**config.mk**
```make
export PLATFORM = sky130hd
export DESIGN_NAME = sdram_init_seq
export DESIGN_NICKNAME = d
export VERILOG_FILES = /design/src/rtl/sdram_init_pkg.sv /design/src/rtl/sdram_init_fsm.sv /design/src/rtl/sdram_refresh_timer.sv /design/src/rtl/sdram_pin_encode.sv /design/src/rtl/sdram_init_seq.sv
export SDC_FILE = /design/constraint.sdc
export NUM_CORES = 1
export LEC_CHECK = 0
export BUFFER_PORTS_ARGS = -buffer_cell sky130_fd_sc_hd__buf_2
export CORE_AREA = 4 4 97 99
export CTS_CLUSTER_SIZE = 30
export DETAILED_ROUTE_END_ITERATION = 6
export DIE_AREA = 0 0 101 103
export HOLD_SLACK_MARGIN = 0.03
export PLACE_DENSITY = 0.65
export SLEW_MARGIN = 20
export SYNTH_ARGS = -nofsm -noshare
export SYNTH_HDL_FRONTEND = slang
export SYNTH_SLANG_ARGS = --single-unit
```
**constraint.sdc**
```tcl
create_clock -name clk -period 2.8 [get_ports clk]
set_input_delay 0.56 -clock clk [delete_from_list [all_inputs] [get_ports clk]]
set_output_delay 0.56 -clock clk [all_outputs]
set_load 0.05 [all_outputs]
```
**src/rtl/sdram_init_pkg.sv**
```systemverilog
package sdram_init_pkg;

    localparam int TIM_W     = 4;
    localparam int CAS_W     = 3;
    localparam int BL_W      = 3;
    localparam int MRD_CYC   = 2;
    localparam int REF_BURST = 8;
    localparam int A10_BIT   = 10;
    localparam int MODE_W    = BL_W + 1 + CAS_W;

    // {cs_n, ras_n, cas_n, we_n}
    typedef enum logic [3:0] {
        CMD_LMR = 4'b0000,
        CMD_REF = 4'b0001,
        CMD_PRE = 4'b0010,
        CMD_NOP = 4'b0111
    } cmd_e;

    typedef enum logic [2:0] {
        S_IDLE,
        S_STAB,
        S_PRE,
        S_REF,
        S_LMR,
        S_WAIT,
        S_RUN
    } state_e;

    typedef struct packed {
        logic [TIM_W-1:0] trp;
        logic [TIM_W-1:0] trc;
        logic [CAS_W-1:0] cas;
        logic [BL_W-1:0]  bl;
    } init_cfg_t;

    function automatic logic [TIM_W-1:0] at_least_one(input logic [TIM_W-1:0] v);
        return (v == '0) ? TIM_W'(1) : v;
    endfunction

    function automatic logic [MODE_W-1:0] mode_word(input logic [CAS_W-1:0] cas,
                                                    input logic [BL_W-1:0] bl);
        return {cas, 1'b0, bl};
    endfunction

endpackage

```
**src/rtl/sdram_init_fsm.sv**
```systemverilog
module sdram_init_fsm
    import sdram_init_pkg::*;
#(
    parameter int STAB_CYC = 20000
) (
    input  logic      clk,
    input  logic      rst,
    input  logic      start,
    input  init_cfg_t cfg_in,
    output init_cfg_t cfg_q,
    output cmd_e      cmd,
    output logic      cke,
    output logic      run
);
    localparam int STAB_W = $clog2(STAB_CYC + 1);
    localparam int RC_W   = $clog2(REF_BURST);

    state_e            state, ret;
    logic [STAB_W-1:0] scnt;
    logic [TIM_W-1:0]  wcnt;
    logic [RC_W-1:0]   rcnt;
    logic [TIM_W-1:0]  gap;
    state_e            tgt;

    always_comb begin
        gap = TIM_W'(1);
        tgt = S_IDLE;
        case (state)
            S_PRE: begin
                gap = at_least_one(cfg_q.trp);
                tgt = S_REF;
            end
            S_REF: begin
                gap = at_least_one(cfg_q.trc);
                tgt = (rcnt == RC_W'(REF_BURST - 1)) ? S_LMR : S_REF;
            end
            S_LMR: begin
                gap = TIM_W'(MRD_CYC);
                tgt = S_RUN;
            end
            default: ;
        endcase
    end

    always_ff @(posedge clk) begin
        if (rst) begin
            state <= S_IDLE;
            ret   <= S_IDLE;
            scnt  <= '0;
            wcnt  <= '0;
            rcnt  <= '0;
            cke   <= 1'b0;
            cfg_q <= '0;
        end else begin
            case (state)
                S_IDLE: if (start) begin
                    cfg_q <= cfg_in;
                    cke   <= 1'b1;
                    scnt  <= STAB_W'(STAB_CYC - 1);
                    state <= S_STAB;
                end
                S_STAB: begin
                    if (scnt == '0) state <= S_PRE;
                    else            scnt  <= scnt - 1'b1;
                end
                S_PRE, S_REF, S_LMR: begin
                    if (state == S_PRE)      rcnt <= '0;
                    else if (state == S_REF) rcnt <= rcnt + 1'b1;
                    if (gap <= TIM_W'(1)) begin
                        state <= tgt;
                    end else begin
                        state <= S_WAIT;
                        wcnt  <= gap - TIM_W'(2);
                        ret   <= tgt;
                    end
                end
                S_WAIT: begin
                    if (wcnt == '0) state <= ret;
                    else            wcnt  <= wcnt - 1'b1;
                end
                default: ;
            endcase
        end
    end

    always_comb begin
        case (state)
            S_PRE:   cmd = CMD_PRE;
            S_REF:   cmd = CMD_REF;
            S_LMR:   cmd = CMD_LMR;
            default: cmd = CMD_NOP;
        endcase
    end

    assign run = (state == S_RUN);

endmodule

```
**src/rtl/sdram_refresh_timer.sv**
```systemverilog
module sdram_refresh_timer #(
    parameter int REF_W = 16
) (
    input  logic             clk,
    input  logic             rst,
    input  logic             run,
    input  logic [REF_W-1:0] period,
    output logic             req
);
    logic [REF_W-1:0] tmr;
    logic [REF_W-1:0] load;

    assign load = (period == '0) ? '0 : period - 1'b1;

    always_ff @(posedge clk) begin
        if (rst || !run)      tmr <= load;
        else if (tmr == '0)   tmr <= load;
        else                  tmr <= tmr - 1'b1;
    end

    assign req = run && (tmr == '0);

endmodule

```
**src/rtl/sdram_pin_encode.sv**
```systemverilog
module sdram_pin_encode
    import sdram_init_pkg::*;
#(
    parameter int ADDR_W = 13,
    parameter int BA_W   = 2
) (
    input  cmd_e              cmd,
    input  logic [CAS_W-1:0]  cas,
    input  logic [BL_W-1:0]   bl,
    output logic              cs_n,
    output logic              ras_n,
    output logic              cas_n,
    output logic              we_n,
    output logic [BA_W-1:0]   ba,
    output logic [ADDR_W-1:0] addr
);
    assign {cs_n, ras_n, cas_n, we_n} = cmd;
    assign ba = '0;

    always_comb begin
        addr = '0;
        case (cmd)
            CMD_PRE: addr[A10_BIT] = 1'b1;
            CMD_LMR: addr = ADDR_W'(mode_word(cas, bl));
            default: ;
        endcase
    end

endmodule

```
**src/rtl/sdram_init_seq.sv**
```systemverilog
module sdram_init_seq
    import sdram_init_pkg::*;
#(
    parameter int CLK_MHZ = 100,
    parameter int STAB_US = 200,
    parameter int ADDR_W  = 13,
    parameter int BA_W    = 2,
    parameter int REF_W   = 16
) (
    input  logic              clk,
    input  logic              rst,
    input  logic              start,
    input  logic [3:0]        cfg_trp,
    input  logic [3:0]        cfg_trc,
    input  logic [2:0]        cfg_cas,
    input  logic [2:0]        cfg_burst,
    input  logic [REF_W-1:0]  ref_period,
    output logic              cke,
    output logic              cs_n,
    output logic              ras_n,
    output logic              cas_n,
    output logic              we_n,
    output logic [BA_W-1:0]   ba,
    output logic [ADDR_W-1:0] addr,
    output logic              done,
    output logic              ref_req
);
    localparam int STAB_CYC = CLK_MHZ * STAB_US;

    init_cfg_t cfg_in, cfg_q;
    cmd_e      cmd;
    logic      run;

    assign cfg_in = '{trp: cfg_trp, trc: cfg_trc, cas: cfg_cas, bl: cfg_burst};

    sdram_init_fsm #(.STAB_CYC(STAB_CYC)) u_fsm (
        .clk    (clk),
        .rst    (rst),
        .start  (start),
        .cfg_in (cfg_in),
        .cfg_q  (cfg_q),
        .cmd    (cmd),
        .cke    (cke),
        .run    (run)
    );

    sdram_refresh_timer #(.REF_W(REF_W)) u_tmr (
        .clk    (clk),
        .rst    (rst),
        .run    (run),
        .period (ref_period),
        .req    (ref_req)
    );

    sdram_pin_encode #(.ADDR_W(ADDR_W), .BA_W(BA_W)) u_pins (
        .cmd   (cmd),
        .cas   (cfg_q.cas),
        .bl    (cfg_q.bl),
        .cs_n  (cs_n),
        .ras_n (ras_n),
        .cas_n (cas_n),
        .we_n  (we_n),
        .ba    (ba),
        .addr  (addr)
    );

    assign done = run;

endmodule

```
-- After elaboration in Yosys (flattened, before gate mapping)
Index checks and enable logic that the tools add are counted.
- flip-flop bits (word level): 59
- bits of input ports: 33
- multiplexer cells: 24
- eq/ne operators: 14
- reduce and logical (&&, ||, !) cells: 22
- add/sub/neg operators: 6
- bitwise operators: 1
- magnitude comparators: 1
- operators by type and width (cell ; count):
    $mux W16 ; 3
    $logic_not A16 Y1 ; 2
    $sub A16 B1 Y16 const B ; 2
    $mux W15 ; 2
    $pmux W15 S2 ; 1
    $mux W3 ; 7
    $pmux W3 S3 ; 2
    $logic_not A4 Y1 ; 4
    $mux W4 ; 4
    $logic_not A15 Y1 ; 1
    $sub A15 B1 Y15 const B ; 1
    $eq A3 B3 Y1 const B ; 4
    $pmux W3 S4 ; 1
    $pmux W4 S3 ; 1
    $eq A3 B2 Y1 const B ; 3
    $ne A2 B2 Y1 const B ; 4
    $pmux W4 S2 ; 1
    $mux W7 ; 1
    $reduce_and A2 Y1 ; 3
    $reduce_and A3 Y1 ; 2
    $reduce_bool A2 Y1 ; 3
    $le A4 B1 Y1 const B ; 1
    $ne A2 B1 Y1 const B ; 2
    $reduce_and A4 Y1 ; 1
    12 further kinds ; 12

-- Longest topological paths before layout
- depth in word-level cells: 6
- mapped depth: 8

-- Cells and area by module
Synthesis repeated with hierarchy kept, for this count alone.
- cells, all modules: 428
- area total of the unflattened synthesis: 3539.6 um^2
- modules (own cells, without submodules) (module ; cells each ; area each (um^2) ; times used ; sequential area each (um^2)):
    sdram_init_fsm ; 281 ; 2197.1 ; 1 ; 860.8
    sdram_refresh_timer ; 126 ; 1181.1 ; 1 ; 320.3
    sdram_pin_encode ; 21 ; 161.4 ; 1 ; 0.0

-- Least setup slack after synthesis
OpenSTA, ideal clock, no wires.
- kind: reg2out
- start: register u_fsm.state[0]
- end: output port ref_req
- data required time: 2.240 ns
- data arrival time: 2.113 ns
- cell stages (with the launch flop): 6
- path buffers: 3
- slack: 0.127 ns
- cell sequence: dfxtp_1 > buf_2 > buf_2 > buf_1 > nor2_1 > and4_1
- word-level cells in the longest chain between the ends: 2
- ends and longest elaborated chain (item ; RTL line ; source):
    from (decl) ; sdram_init_fsm.sv:18 ; state_e state, ret;
    from (signal assigned) ; sdram_init_fsm.sv:70 ; state <= tgt;
    from (signal assigned) ; sdram_init_fsm.sv:78 ; if (wcnt == '0) state <= ret;
    $eq A3 B3 Y1 ; sdram_init_fsm.sv:95 ; assign run = (state == S_RUN);
    via done ; sdram_init_seq.sv:25 ; output logic done,
    $logic_and A1 B1 Y1 ; sdram_refresh_timer.sv:21 ; assign req = run && (tmr == '0);
    to (decl) ; sdram_init_seq.sv:26 ; output logic ref_req
The timed path passes the listed nets, and every way through them passes these cells.

-- Final worst setup path
- start: register u_fsm.state[2]
- end: output port addr[1]
- word-level cells in the longest chain between the ends: 4
- ends and longest elaborated chain (item ; RTL line ; source):
    $eq A3 B3 Y1 or $eq A3 B2 Y1 (tied branches) ; sdram_init_fsm.sv:87 ; case (state)
    $pmux W3 S3 * ; sdram_init_fsm.sv:87 ;
    $logic_not A4 Y1 * ; sdram_pin_encode.sv:22 ; case (cmd)
    $mux W7 * ; sdram_pin_encode.sv:22 ;
    to (decl) ; sdram_init_seq.sv:24 ; output logic [ADDR_W-1:0] addr,
Every way passes the cells marked *; elsewhere a longest branch is shown, timed or not.

==> flow_metrics.py <==
metrics = {
    "logic_synthesis": {
        "synth_cell_type_count": 54,
        "synth_area_leader_cell": "dfxtp_1",
        "synth_compound_area_share_pct": 12.8,
        "yosys.area_share.adder_pct": 2.96,
        "seq_area_frac_synth_pct": 34.9,
        "synth-seq-cells": 59,
        "synthFlopType": "dfxtp_1",
        "syn_inst": 424,
        "synth_edf_count": 0,
        "synth_area_leaders": "dfxtp_1 35%, a21oi_1 5.9%, xor2_1 5.7%",
        "synth_area_um2": 3380,
        "synth_top_family_by_area": "simple AND/OR/NAND/NOR gates",
        "post_synth.cell_area_avg_um2": 7.98,
        "async_flop_share_pct": 0,
        "synth_top_cell_area_share_pct": 34.9,
        "yosys_warnings": 0,
        "yosys-mux-area-fraction_pct": 2.37,
        "synthXorXnorAreaFrac_pct": 9.06,
        "synth_simple_gate_area_share_pct": 32.0,
    },
    "placed_design": {
        "gp_congestion": 0.880,
        "port_buffers": 45,
        "place_ws_ns": 0.376,
        "dp_cells": 564,
        "hpwl_um": 5390,
    },
    "drt": {
        "wl_um": 7310,
        "drc": 0,
        "first_iter_violations": 101,
        "firstDrtPassIters": 4,
        "ant_nets": 0,
        "viasPerCell": 5.11,
        "vias": 2955,
        "wl_per_cell_um": 12.6,
    },
    "setup_path": {
        "slowest_delay_ns": 0.55,
        "path_max_fanout": 12,
        "crit_start": "u_fsm.state[2]$_SDFFE_PP0P_",
        "critPathKind": "register to output pin",
        "crit_slowest_cell": "dfxtp_1",
        "cp_top_family": "simple AND/OR/NAND/NOR gates",
        "rr_endpoint": "u_fsm.wcnt[3]$_SDFFE_PP0P_",
        "path_buf_inv": 1,
        "cp-end-kind": "output pin",
        "r2r_cells": 7,
        "start_kind": "register",
        "reg2reg_slack_ns": 0.57,
        "crit_path_end": "addr[1]",
        "arrival_ns": 2.02,
        "r2r-start": "u_fsm.state[2]$_SDFFE_PP0P_",
        "cp_num_cells": 4,
        "worst_ep_required_time_ns": 2.24,
        "cp_cell_sequence": "nand2b_1, nor2_1, and2_1, buf_2",
    },
    "sta": {
        "maxSlewViolCount": 0,
        "min_period_over_period_pct": 92.3,
        "hold_viol": 0,
        "worstMarginPinSlew_ns": 0.606,
        "max_freq_ghz": 0.387,
        "layout_setup_ws_ns": 0.216,
        "fin_crit_ns": 2.58,
        "slew_headroom_pct": 59.6,
        "rsz0062_at_grt": "false",
        "final.setup_skew_ns": 0.0115,
        "tns_ns": 0,
        "setup-violations-final": 0,
    },
    "floorplan": {
        "dieArea_um2": 10400,
        "initial_core_util_pct": 39.6,
        "io_pins": 55,
        "num_rows": 34,
        "dieWidth_um": 101,
        "die_y_um": 103,
        "core-area_um2": 8550,
    },
    "layout": {
        "area_delta_synth_final_pct": 13.5,
        "nets": 508,
        "n_antenna_cell": 0,
        "fin_cells": 578,
        "regArea_um2": 1180,
        "final_common_cell": "dfxtp_1",
        "mostFrequentLayoutCells": "59 x dfxtp_1, 51 x nand2_1, 45 x buf_2",
        "drive_above_1_share_pct": 17.7,
        "multiInputGateArea_um2": 2040,
        "nFillCells": 861,
        "fin_util_pct": 44.9,
    },
    "pwr": {
        "p_switching_mw": 1.40,
        "internal-power_mw": 1.95,
        "pwr-share-comb_pct": 42.8,
        "p_sw_share_pct": 41.7,
        "p_leak_nw": 1.51,
        "max-vdd-ir-drop_mv": 0.453,
        "power_density_nw_per_um2": 871,
        "seq_power_share_pct": 37.2,
        "power.total_mw": 3.34,
        "p_clk_share_pct": 20.0,
    },
    "cts": {
        "cts.reportedPaths.clkPinSlew_ns": 0.07,
        "clk_path_buf_depth": 2,
        "clk_latency_ns": 0.33,
        "htreeDepth": 3,
        "cts_tree": "done",
        "cts-root-buf": "clkbuf_8",
        "postCtsSetupBuffers": 0,
        "numCtsBuffers": 9,
        "ctsResizeCount": 0,
        "cts_hold_buf": 0,
        "cts.sinks": 59,
    },
    "grt": {
        "grt_max_degree": 40,
        "grt_antenna_before_repair": 0,
        "track_usage_pct": 14.9,
        "grt_first_pass_wirelength_um": 12700,
        "grt-ovfl-total": 0,
        "grt_pass1_vias": 2849,
    },
    "min_path": {
        "hold_class": "register to register",
    },
    "status": {
        "status": "complete, no violations",
    },
    "run": {
        "drv_cap": 0,
    },
}
==> logic make-up after synthesis <==
logic type | after synthesis
AOI/OAI and AO/OA | 73
xor gates and xnor gates | 35
adders and majority gates | 8
buffers and inverters | 39
DFF | 59
muxes | 8
other | 1
and+or+nand+nor | 201
==> per-stage QoR <==
stage,hold WS (ns),area (µm²)
2_1_floorplan,0.432,3410
3_3_place_gp,0.438,3680
3_5_place_dp,0.445,3680
4_1_cts,0.449,3840
5_1_grt,0.452,3840
6_report,0.450,3840
==> cell usage after synthesis (all sizes together), types with 9 or more instances <==
library cell	instances
clkbuf	9
nor2	41
inv	10
buf	20
nand3	20
and2	13
dfxtp	59
xor2	22
a21oi	40
nand2	51
xnor2	13
nor3	20
o21ai	10
==> power by group through the flow <==
| stage | clock [mW] | combinational, mW | sequential [mW] |
|---|---|---|---|
| after floorplan | 0 | 1.18 | 1.19 |
| after global placement | 0 | 1.40 | 1.25 |
| after detailed placement | 0 | 1.43 | 1.26 |
| after CTS | 0.692 | 1.44 | 1.24 |
| after global routing | 0.726 | 1.62 | 1.28 |
| final | 0.669 | 1.43 | 1.24 |
==> worst min-delay path: stages, from the launching register on <==
cell     delay [ns]
dfxtp_1        0.31
nand2_1        0.05
a21oi_1        0.05
==> cell type report <==
| cell class | count | area share, % |
|---|---|---|
| clock buffers | 11 | 3.94 |
| clock inverters | 3 | 0.391 |
| inverters | 10 | 0.977 |
| multi-input cells | 334 | 53.0 |
| flip-flops and latches | 59 | 30.7 |
| well taps | 108 | 3.52 |
| repair buffers | 53 | 7.42 |
==> flip-flops by register name (all words and copies together), names as in the netlist <==
signal	count
u_fsm.scnt	15
u_fsm.cke	1
u_fsm.wcnt	4
u_fsm.ret	3
u_fsm.cfg_q	14
u_fsm.rcnt	3
u_fsm.state	3
u_tmr.tmr	16
==> layer usage <==
layer / routed length (µm) / vias to the layer above / global-route usage, %
li1: - / 1533 / -
met1: 3400 / 1378 / 18.7
met2: 3640 / 35 / 25.5
met3: 172 / 9 / 2.44
met4: 104 / 0 / 5.73
met5: 0 / - / 0
==> how the worst min path moves through the flow <==
stage	cells after the start	slack, ns	to	from
final	2	0.45	u_fsm.cfg_q[0]$_SDFFE_PP0P_	u_fsm.cfg_q[0]$_SDFFE_PP0P_
after CTS	3	0.45	u_fsm.cfg_q[6]$_SDFFE_PP0P_	cfg_trc[0]
after detailed placement	2	0.44	u_fsm.cfg_q[0]$_SDFFE_PP0P_	u_fsm.cfg_q[0]$_SDFFE_PP0P_
after global placement	2	0.44	u_fsm.cfg_q[4]$_SDFFE_PP0P_	u_fsm.cfg_q[4]$_SDFFE_PP0P_
after floorplan	2	0.43	u_fsm.cfg_q[0]$_SDFFE_PP0P_	u_fsm.cfg_q[0]$_SDFFE_PP0P_
after global routing	3	0.45	u_fsm.cfg_q[6]$_SDFFE_PP0P_	cfg_trc[0]
Note: power is estimated with default switching activity, not from simulation.
